**config.mk**
```make
export PLATFORM = sky130hd
export DESIGN_NAME = ks_adder
export DESIGN_NICKNAME = d
export VERILOG_FILES = /design/src/rtl/ks_pkg.sv /design/src/rtl/ks_pg_layer.sv /design/src/rtl/ks_prefix_tree.sv /design/src/rtl/ks_sum_layer.sv /design/src/rtl/ks_adder.sv
export SDC_FILE = /design/constraint.sdc
export NUM_CORES = 1
export LEC_CHECK = 0
export BUFFER_PORTS_ARGS = -buffer_cell sky130_fd_sc_hd__buf_2
export CAP_MARGIN = 15
export CORE_UTILIZATION = 45
export DETAILED_ROUTE_END_ITERATION = 16
export PLACE_DENSITY = 0.9
export SYNTH_ARGS = -nofsm -noshare
export SYNTH_HDL_FRONTEND = slang
export SYNTH_SLANG_ARGS = --single-unit
```
**constraint.sdc**
```tcl
create_clock -name vclk -period 10.4
set_input_delay 2.6 -clock vclk [all_inputs]
set_output_delay 2.6 -clock vclk [all_outputs]
set_load 0.02 [all_outputs]
```
**src/rtl/ks_pkg.sv**
```systemverilog
package ks_pkg;

  // One generate/propagate pair for a bit or a group of bits.
  typedef struct packed {
    logic g;
    logic p;
  } pg_t;

  // Merge an upper group with the adjacent lower group (both outputs kept).
  function automatic pg_t ks_black(input pg_t hi, input pg_t lo);
    pg_t r;
    r.g = hi.g | (hi.p & lo.g);
    r.p = hi.p & lo.p;
    return r;
  endfunction

  // Merge when the lower group already reaches the carry-in: only generate.
  function automatic logic ks_grey(input pg_t hi, input logic lo_g);
    return hi.g | (hi.p & lo_g);
  endfunction

endpackage

```
**src/rtl/ks_pg_layer.sv**
```systemverilog
module ks_pg_layer
  import ks_pkg::*;
#(
  parameter int WIDTH = 64
) (
  input  logic [WIDTH-1:0] a_i,
  input  logic [WIDTH-1:0] b_i,
  input  logic             cin_i,
  output pg_t  [WIDTH-1:0] seed_o,
  output logic [WIDTH-1:0] bit_p_o
);

  logic [WIDTH-1:0] bit_g;

  assign bit_g   = a_i & b_i;
  assign bit_p_o = a_i ^ b_i;

  for (genvar i = 0; i < WIDTH; i++) begin : g_seed
    if (i == 0) begin : g_fold
      // Carry-in treated as a generate at bit -1, folded into bit 0.
      assign seed_o[i].g = bit_g[0] | (bit_p_o[0] & cin_i);
      assign seed_o[i].p = 1'b0;
    end else begin : g_plain
      assign seed_o[i].g = bit_g[i];
      assign seed_o[i].p = bit_p_o[i];
    end
  end

endmodule

```
**src/rtl/ks_prefix_tree.sv**
```systemverilog
module ks_prefix_tree
  import ks_pkg::*;
#(
  parameter int WIDTH = 64
) (
  input  pg_t  [WIDTH-1:0] seed_i,
  output logic [WIDTH-1:0] grp_g_o
);

  localparam int LEVELS = $clog2(WIDTH);

  pg_t [WIDTH-1:0] stage [LEVELS+1];

  assign stage[0] = seed_i;

  for (genvar lv = 0; lv < LEVELS; lv++) begin : g_lvl
    localparam int DIST = 1 << lv;
    for (genvar i = 0; i < WIDTH; i++) begin : g_bit
      if (i < DIST) begin : g_pass
        assign stage[lv+1][i] = stage[lv][i];
      end else if (i < 2 * DIST) begin : g_grey
        assign stage[lv+1][i].g = ks_grey(stage[lv][i], stage[lv][i-DIST].g);
        assign stage[lv+1][i].p = 1'b0;
      end else begin : g_black
        assign stage[lv+1][i] = ks_black(stage[lv][i], stage[lv][i-DIST]);
      end
    end
  end

  for (genvar i = 0; i < WIDTH; i++) begin : g_out
    assign grp_g_o[i] = stage[LEVELS][i].g;
  end

endmodule

```
**src/rtl/ks_sum_layer.sv**
```systemverilog
module ks_sum_layer #(
  parameter int WIDTH = 64
) (
  input  logic [WIDTH-1:0] bit_p_i,
  input  logic [WIDTH:0]   carry_i,
  output logic [WIDTH-1:0] sum_o,
  output logic             cout_o
);

  assign sum_o  = bit_p_i ^ carry_i[WIDTH-1:0];
  assign cout_o = carry_i[WIDTH];

endmodule

```
**src/rtl/ks_adder.sv**
```systemverilog
module ks_adder
  import ks_pkg::*;
#(
  parameter int WIDTH = 64
) (
  input  logic [WIDTH-1:0] a_i,
  input  logic [WIDTH-1:0] b_i,
  input  logic             cin_i,
  output logic [WIDTH-1:0] sum_o,
  output logic             cout_o
);

  pg_t  [WIDTH-1:0] seed_w;
  logic [WIDTH-1:0] bit_p_w;
  logic [WIDTH-1:0] grp_g_w;
  // carry_w[i] is the carry into bit i; carry_w[WIDTH] is the carry-out.
  logic [WIDTH:0]   carry_w;

  ks_pg_layer #(.WIDTH(WIDTH)) u_pg (
    .a_i     (a_i),
    .b_i     (b_i),
    .cin_i   (cin_i),
    .seed_o  (seed_w),
    .bit_p_o (bit_p_w)
  );

  ks_prefix_tree #(.WIDTH(WIDTH)) u_tree (
    .seed_i  (seed_w),
    .grp_g_o (grp_g_w)
  );

  assign carry_w = {grp_g_w, cin_i};

  ks_sum_layer #(.WIDTH(WIDTH)) u_sum (
    .bit_p_i (bit_p_w),
    .carry_i (carry_w),
    .sum_o   (sum_o),
    .cout_o  (cout_o)
  );

endmodule

```
==> flow_metrics.py, run 1 <==
metrics = {
    "cells_and_area": {
        "ff_latch_area_sq_um": 0,
        "diodes": 0,
        "nFlopsAndLatches": 0,
        "layout_commonest_cell": "buf_2",
        "nClkBuffers": 0,
        "nets": 927,
        "final_cells": 836,
        "area_growth_pct": 27.4,
        "design_area_sq_mm": 0.00483,
        "final_util_pct": 59.1,
        "num-fill-cells": 814,
        "drive_gt1_share_pct": 30.2,
        "layout_common_cells": "buf_2 (194), a21oi_1 (68), ha_1 (63)",
    },
    "sta": {
        "fmax_mhz": 124,
        "setup_ws_ps": 2340,
        "worst_pin_slew_ps": 539,
        "drv_slew": 0,
        "hold_viol": 0,
        "hold_slack_ps": 5580,
        "min_period_ps": 8060,
        "finalSetupViolCount": 0,
        "fin_crit_sh_pct": 77.5,
        "relSlewSlack_pct": 64.0,
        "rsz0062_at_grt": "false",
        "tns_ps": 0,
    },
    "power_and_ir_drop": {
        "power.total_uw": 405,
        "swShare_pct": 61.3,
        "p_int_uw": 157,
        "pwr-share-comb_pct": 100.0,
        "power_frac_seq_pct": 0,
        "max-vdd-ir-drop_mv": 0.0424,
        "pwr_density_cell_mw_per_mm2": 83.8,
        "leakage_nw": 2.42,
        "clkPwrFrac_pct": 0,
        "p_sw_uw": 248,
    },
    "critical_path": {
        "required_ps": 7800,
        "worstPathArrival_ps": 5460,
        "end_kind": "output port",
        "critPathKind": "in2out",
        "startpoint_type": "input pin",
        "critical_path.max_fanout": 6,
    },
    "route": {
        "avgRoutedWirePerCell_um": 14.0,
        "final_antenna_net_count": 0,
        "drtIter0Drc": 174,
        "viasPerCell": 5.80,
        "totalWireLength_mm": 11.7,
        "dr.pass1.iters": 4,
        "drcViolationCount": 0,
        "routed-via-count": 4849,
    },
    "logic_synthesis": {
        "yosysSeqAreaShare_pct": 0,
        "synth_cell_types": 60,
        "syn_area_sq_mm": 0.00380,
        "synthCells": 551,
        "avgSynthCellArea_sq_um": 6.89,
        "synth_nets": 745,
        "ys.warnings.count": 0,
    },
    "floorplan": {
        "core-area_sq_mm": 0.00818,
        "row_count": 33,
        "die_y_um": 93.8,
        "dieArea_sq_mm": 0.00881,
        "initial_core_util_pct": 46.4,
        "io_pins": 194,
        "die_w_um": 93.8,
    },
    "min_path": {
        "hold_start": "cin_i",
        "hold_path.class": "in2out",
        "hold_end": "sum_o[0]",
        "hold_depth": 3,
    },
    "place": {
        "portBuffers": 194,
        "dp_cells": 836,
        "place_hpwl_mm": 10.2,
        "pre_cts_slack_ps": 2350,
        "dpl-instance-area_sq_mm": 0.00483,
        "gp_congestion": 0.960,
    },
    "grt": {
        "grt_util_met2_pct": 44.2,
        "grt_max_degree": 11,
        "antenna_found_initial": 0,
        "use_met3_pct": 1.86,
        "busiest_layer": "met2",
        "met1_usage_pct": 34.9,
        "grt_pass1_wl_mm": 18.9,
        "grt_pass1_vias": 4280,
        "overflow": 0,
        "grt_util_all_layers_pct": 25.5,
    },
    "clock_tree": {
        "post-cts-setup-buffers": 0,
        "postCtsHoldBufs": 0,
        "cts_resized": 0,
    },
    "run": {
        "drv_cap": 0,
    },
    "status": {
        "outcome": "finished, final reports clean",
    },
}
## cell usage after synthesis, types with 5 or more instances
master | number | area share, %
nand4_1 | 10 | 1.6
nand2_1 | 62 | 6.1
and3_1 | 5 | 0.82
a21oi_2 | 6 | 1.4
inv_1 | 16 | 1.6
a21o_1 | 30 | 5.9
xor2_1 | 20 | 4.6
a31oi_1 | 12 | 2.0
xnor2_1 | 38 | 8.8
buf_2 | 8 | 1.1
o21a_1 | 5 | 0.99
o21ai_0 | 28 | 3.7
a211oi_1 | 5 | 0.99
ha_1 | 63 | 21
nor3_1 | 11 | 1.5
nand3_1 | 19 | 2.5
o211ai_1 | 9 | 1.8
nor2_1 | 46 | 4.5
and2_1 | 9 | 1.5
clkbuf_1 | 5 | 0.49
a21oi_1 | 68 | 9.0
o21ai_1 | 6 | 0.79
o21bai_1 | 10 | 2.0
## worst max-delay path, stage by stage
cell and delay [ps]:
buf_2 110, fa_1 470, fa_1 440, a211oi_2 260, o21ai_2 130, o211ai_2 220, a21oi_4 110, o2111a_2 320
o21bai_1 190, nand2_1 70, o311ai_0 310, buf_2 230
## power by group through the flow
stage               registers [mW]  logic, mW  clock network [mW]
floorplan                        0      0.282                   0
global placement                 0      0.397                   0
detailed placement               0      0.401                   0
CTS                              0      0.403                   0
global route                     0      0.442                   0
finish                           0      0.405                   0
## routing by layer
layer | part of all wire [%] | wire, um
met3 | 8.0 | 930
met4 | 1.6 | 186
met2 | 46 | 5390
met1 | 44 | 5160
met5 | 0 | 0
## cell type report
cell class                      count  area [sq um]  share of cell area [%]
Multi-Input combinational cell    521          3670                    76.0
Timing Repair Buffer              194           971                    20.1
Tap cell                          105           131                    2.72
Inverter                           16          60.1                    1.24
## kinds of logic (layout without fill, tap and decap cells)
group                      after synthesis  after routing  share of synthesized area, %
and+or+nand+nor                        174            174                          21.2
adders and majority gates               65             65                          21.8
buffers and inverters                   30            210                          3.26
muxes                                    1              1                         0.264
xor gates and xnor gates                58             58                          13.4
AOI/OAI and AO/OA                      223            223                          40.0
## how the worst max path moves through the flow
stage	from	end	slack (ps)
after CTS	a_i[0]	sum_o[44]	2350
after global placement	a_i[0]	sum_o[44]	2390
after floorplan	a_i[0]	sum_o[44]	2300
after global routing	a_i[0]	sum_o[44]	2080
after detailed placement	a_i[0]	sum_o[44]	2350
final	a_i[0]	sum_o[44]	2340
Power figures use the tool's default switching activity.
==> inputs of run 2 (changes only) <==
Clock period 10.4 ns to 8.3 ns, I/O delays scaled along.
==> run 2 against run 1 <==
Effect of this change: cell area unchanged; critical path depth unchanged; first-iteration DRC count increased by 29%; largest power group unchanged; die area unchanged; wire length decreased by 1.7%; power increased by 25%; global-route usage decreased by 0.36 points; final cell count unchanged; sequential share of layout area unchanged; core utilization unchanged; via count decreased by 0.78%; worst hold slack got worse by 1000 ps.
==> flow_metrics.py, run 2 (synthesis gave the netlist of run 1 again) <==
metrics = {
    "cells_and_area": {
        "diodes": 0,
        "ff_latch_area_sq_um": 0,
        "area_growth_pct": 27.4,
        "design_area_sq_mm": 0.00483,
        "layout_common_cells": "buf_2 (194), a21oi_1 (68), ha_1 (63)",
        "nets": 927,
        "final_util_pct": 59.1,
        "nFlopsAndLatches": 0,
        "layout_commonest_cell": "buf_2",
        "drive_gt1_share_pct": 30.2,
        "nClkBuffers": 0,
        "final_cells": 836,
    },
    "sta": {
        "min_period_ps": 6990,
        "hold_slack_ps": 4540,
        "tns_ps": 0,
        "setup_ws_ps": 1310,
        "fin_crit_sh_pct": 84.2,
        "worst_pin_slew_ps": 547,
        "relSlewSlack_pct": 63.4,
        "rsz0062_at_grt": "false",
        "finalSetupViolCount": 0,
        "drv_slew": 0,
        "hold_viol": 0,
        "fmax_mhz": 143,
    },
    "power_and_ir_drop": {
        "power.total_uw": 507,
        "pwr_density_cell_mw_per_mm2": 105,
        "max-vdd-ir-drop_mv": 0.0515,
        "leakage_nw": 2.42,
    },
    "route": {
        "routed-via-count": 4811,
        "avgRoutedWirePerCell_um": 13.7,
        "drcViolationCount": 0,
        "totalWireLength_mm": 11.5,
        "drtIter0Drc": 224,
        "viasPerCell": 5.75,
        "final_antenna_net_count": 0,
        "dr.pass1.iters": 5,
    },
    "floorplan": {
        "core-area_sq_mm": 0.00818,
        "initial_core_util_pct": 46.4,
        "die_y_um": 93.8,
        "io_pins": 194,
        "dieArea_sq_mm": 0.00881,
        "die_w_um": 93.8,
        "row_count": 33,
    },
    "grt": {
        "busiest_layer": "met2",
        "grt_util_all_layers_pct": 25.1,
        "overflow": 0,
        "grt_max_degree": 11,
        "grt_pass1_wl_mm": 18.6,
        "grt_util_met2_pct": 43.3,
        "met1_usage_pct": 35.0,
        "grt_pass1_vias": 4178,
        "antenna_found_initial": 0,
        "use_met3_pct": 1.78,
    },
    "critical_path": {
        "path_buf_inv": 2,
        "cp_slowest_cell": "fa_1",
        "required_ps": 6230,
        "worstPathArrival_ps": 4920,
        "path_cells": "buf_2 > fa_1 > fa_1 > a211oi_2 > o21ai_2 > o211ai_2 > a21oi_4 > o2111a_2 > o21bai_1 > nand2_1 > o311ai_0 > buf_2",
        "cp_top_family": "compound AO/OA/AOI/OAI gates",
        "critical_path.max_fanout": 6,
        "critPathKind": "in2out",
        "slowest_delay_ps": 470,
        "end_kind": "output port",
        "startpoint_type": "input pin",
    },
    "place": {
        "dpl-instance-area_sq_mm": 0.00483,
        "pre_cts_slack_ps": 1320,
        "portBuffers": 194,
        "place_hpwl_mm": 9.93,
        "dp_cells": 836,
        "gp_congestion": 0.963,
    },
    "status": {
        "outcome": "finished, final reports clean",
    },
    "clock_tree": {
        "post-cts-setup-buffers": 0,
        "cts_resized": 0,
        "postCtsHoldBufs": 0,
    },
    "run": {
        "drv_cap": 0,
    },
    "min_path": {
        "hold_path.class": "in2out",
    },
}
## run 2: cell counts in the layout (fill, tap and decap cells not counted)
No cell type changed its count.
## run 2: per-layer routing
metal	vias up	routed length, um
met5	-	0
met3	12	881
met1	2162	5270
met2	192	5200
met4	0	128
li1	2445	-
## run 2: area by class of cell
class,instances,area [sq um]
multi-input combinational,521,3670
fill,823,3340
timing repair buffer,194,971
tap,105,131
inverter,16,60.1
## run 2: power by group
part,switching [mW],internal (mW)
combinational,0.310,0.196
clock,0,0
sequential,0,0
## run 2: worst paths after layout
path | from | end | slack (ps) | depth (start not counted)
min | cin_i | sum_o[0] | 4540 | 3
max | a_i[0] | sum_o[44] | 1310 | 12
==> inputs of run 3 (changes only) <==
Settings changed: ABC_AREA set to 1, PLACE_DENSITY 0.9 to 0.83.
Clock period 8.3 ns to 6.9 ns, I/O delays scaled along.
==> run 3 against run 2 <==
Effect of this change: core utilization is 3.3 points lower; wire length is 100% higher; final cell count is 98% higher; highest routed layer unchanged; die area is 54% higher; critical path depth is 1 higher; non-clock buffer count stayed put; worst setup slack worse by 210 ps; worst hold slack worse by 700 ps; power is 44% higher; sequential share of layout area stayed put; cell area is 46% higher.
==> flow_metrics.py, run 3 <==
metrics = {
    "status": {
        "outcome": "finished, final reports clean",
    },
    "logic_synthesis": {
        "synth_top_area_share_pct": 38.7,
        "yosys-top-cells-area": "nand2_1 (39%), inv_1 (20%), ha_1 (13%), nor2_1 (6.3%), xor2_1 (4.6%)",
        "synth_commonest_cells": "nand2_1 (607), inv_1 (314), nor2_1 (98)",
        "yosysMostFrequentCell": "nand2_1",
        "synth_nets": 1485,
        "synth_cell_types": 24,
        "avgSynthCellArea_sq_um": 4.56,
        "synthCells": 1291,
        "yosys.area.top_type": "nand2_1",
        "yosysSeqAreaShare_pct": 0,
        "ys.warnings.count": 0,
        "syn_area_sq_mm": 0.00588,
    },
    "place": {
        "gp_congestion": 1.04,
        "pre_cts_slack_ps": 1160,
        "place_hpwl_mm": 21.1,
        "portBuffers": 194,
    },
    "min_path": {
        "hold_end": "sum_o[0]",
        "hold_path.class": "in2out",
        "hold_start": "cin_i",
        "hold_depth": 3,
    },
    "sta": {
        "fmax_mhz": 172,
        "drv_slew": 0,
        "worst_pin_slew_ps": 342,
        "tns_ps": 0,
        "finalSetupViolCount": 0,
        "rsz0062_at_grt": "false",
        "hold_viol": 0,
        "setup_ws_ps": 1100,
        "min_period_ps": 5800,
        "relSlewSlack_pct": 77.2,
        "fin_crit_sh_pct": 84.1,
    },
    "critical_path": {
        "crit_top_cell": "nand3_1",
        "end_kind": "output port",
        "cp_slowest_cell": "fa_1",
        "critPathKind": "in2out",
        "startpoint_type": "input pin",
        "required_ps": 5180,
        "cp_top_family": "simple AND/OR/NAND/NOR gates",
        "path_buf_inv": 2,
        "worstPathArrival_ps": 4080,
        "slowest_delay_ps": 480,
        "path_cells": "buf_2 > fa_1 > fa_1 > nand3_1 > nand3_1 > nand3_1 > nand3_1 > nand2_1 > nand2_1 > nand2_1 > nand3_1 > nand2_1 > buf_2",
        "critical_path.max_fanout": 4,
    },
    "grt": {
        "grt_max_degree": 8,
        "grt_pass1_vias": 6932,
        "antenna_found_initial": 0,
        "grt_pass1_wl_mm": 35.0,
        "overflow": 0,
        "grt_util_all_layers_pct": 34.1,
    },
    "floorplan": {
        "die_y_um": 116,
        "die_w_um": 116,
        "core-area_sq_mm": 0.0127,
        "io_pins": 194,
        "dieArea_sq_mm": 0.0135,
        "initial_core_util_pct": 46.4,
        "row_count": 41,
    },
    "route": {
        "avgRoutedWirePerCell_um": 14.0,
        "final_antenna_net_count": 0,
        "viasPerCell": 4.80,
        "routed-via-count": 7951,
        "drtIter0Drc": 598,
        "drcViolationCount": 0,
        "dr.pass1.iters": 5,
        "totalWireLength_mm": 23.2,
    },
    "cells_and_area": {
        "nFlopsAndLatches": 0,
        "nets": 1681,
        "nClkBuffers": 0,
        "layout_common_cells": "nand2_1 (607), inv_1 (314), buf_2 (194)",
        "ff_latch_area_sq_um": 0,
        "diodes": 0,
        "area_growth_pct": 20.2,
        "drive_gt1_share_pct": 15.8,
        "num-fill-cells": 1493,
        "layout_commonest_cell": "nand2_1",
    },
    "power_and_ir_drop": {
        "leakage_nw": 5.05,
        "pwr_density_cell_mw_per_mm2": 104,
        "max-vdd-ir-drop_mv": 0.0587,
    },
    "clock_tree": {
        "postCtsHoldBufs": 0,
        "post-cts-setup-buffers": 0,
        "cts_resized": 0,
    },
    "run": {
        "drv_cap": 0,
    },
}
-- run 3: cell types whose count changed after synthesis, moves of 30 or more --
cell	delta
inv_1	+298
a21o_1	-30
nand2_1	+545
nand3_1	+31
nor2_1	+52
xnor2_1	-38
-- run 3: how the worst max path moves through the flow --
stage,start,endpoint,cells past startpoint
after floorplan,a_i[0],sum_o[32],11
after global placement,a_i[0],cout_o,14
after detailed placement,a_i[0],sum_o[60],14
after CTS,a_i[0],sum_o[60],14
after global routing,a_i[0],sum_o[48],14
final,a_i[0],sum_o[44],13
-- run 3: stage by stage --
step / hold slack, ps / cells / utilization, % / total power [mW] / cell area, sq um
floorplan: 3700 / 1291 / - / 0.474 / 5880
global placement: 3830 / 1657 / 55.8 / 0.716 / 7070
detailed placement: 3840 / 1657 / 55.8 / 0.718 / 7070
CTS: 3840 / 1657 / 55.8 / 0.721 / 7070
global route: 3850 / 1657 / 55.8 / 0.804 / 7070
finish: 3840 / 1657 / 55.8 / 0.732 / 7070
-- run 3: cell type report --
class | instances | area [sq um] | share of cell area [%]
inverters | 329 | 1230 | 17.5
multi-input cells | 962 | 4650 | 65.8
well taps | 172 | 215 | 3.04
repair buffers | 194 | 971 | 13.7
-- run 3: logic make-up (layout without fill, tap and decap cells) --
kind of cell,Yosys count,count (layout),synth area share [%]
xor+xnor,31,31,4.62
compound gates,57,57,5.02
fa+ha+maj,65,65,14.1
simple gates,809,809,55.3
buf+inv,329,523,21.0
-- run 3: per-layer routing --
metal	up-vias	GRT usage, %	routed length [um]
met2	245	53.9	9850
met4	0	5.47	427
li1	4184	-	-
met1	3498	50.7	11400
met5	-	0	0
met3	24	2.49	1560
-- run 3: tightest hold or removal path, stage by stage --
cell   delay, ps
buf_2         90
fa_1         140
buf_2        160
-- run 3: where the power goes --
part | internal [mW] | switching [mW]
sequential | 0 | 0
combinational | 0.238 | 0.494
clock | 0 | 0
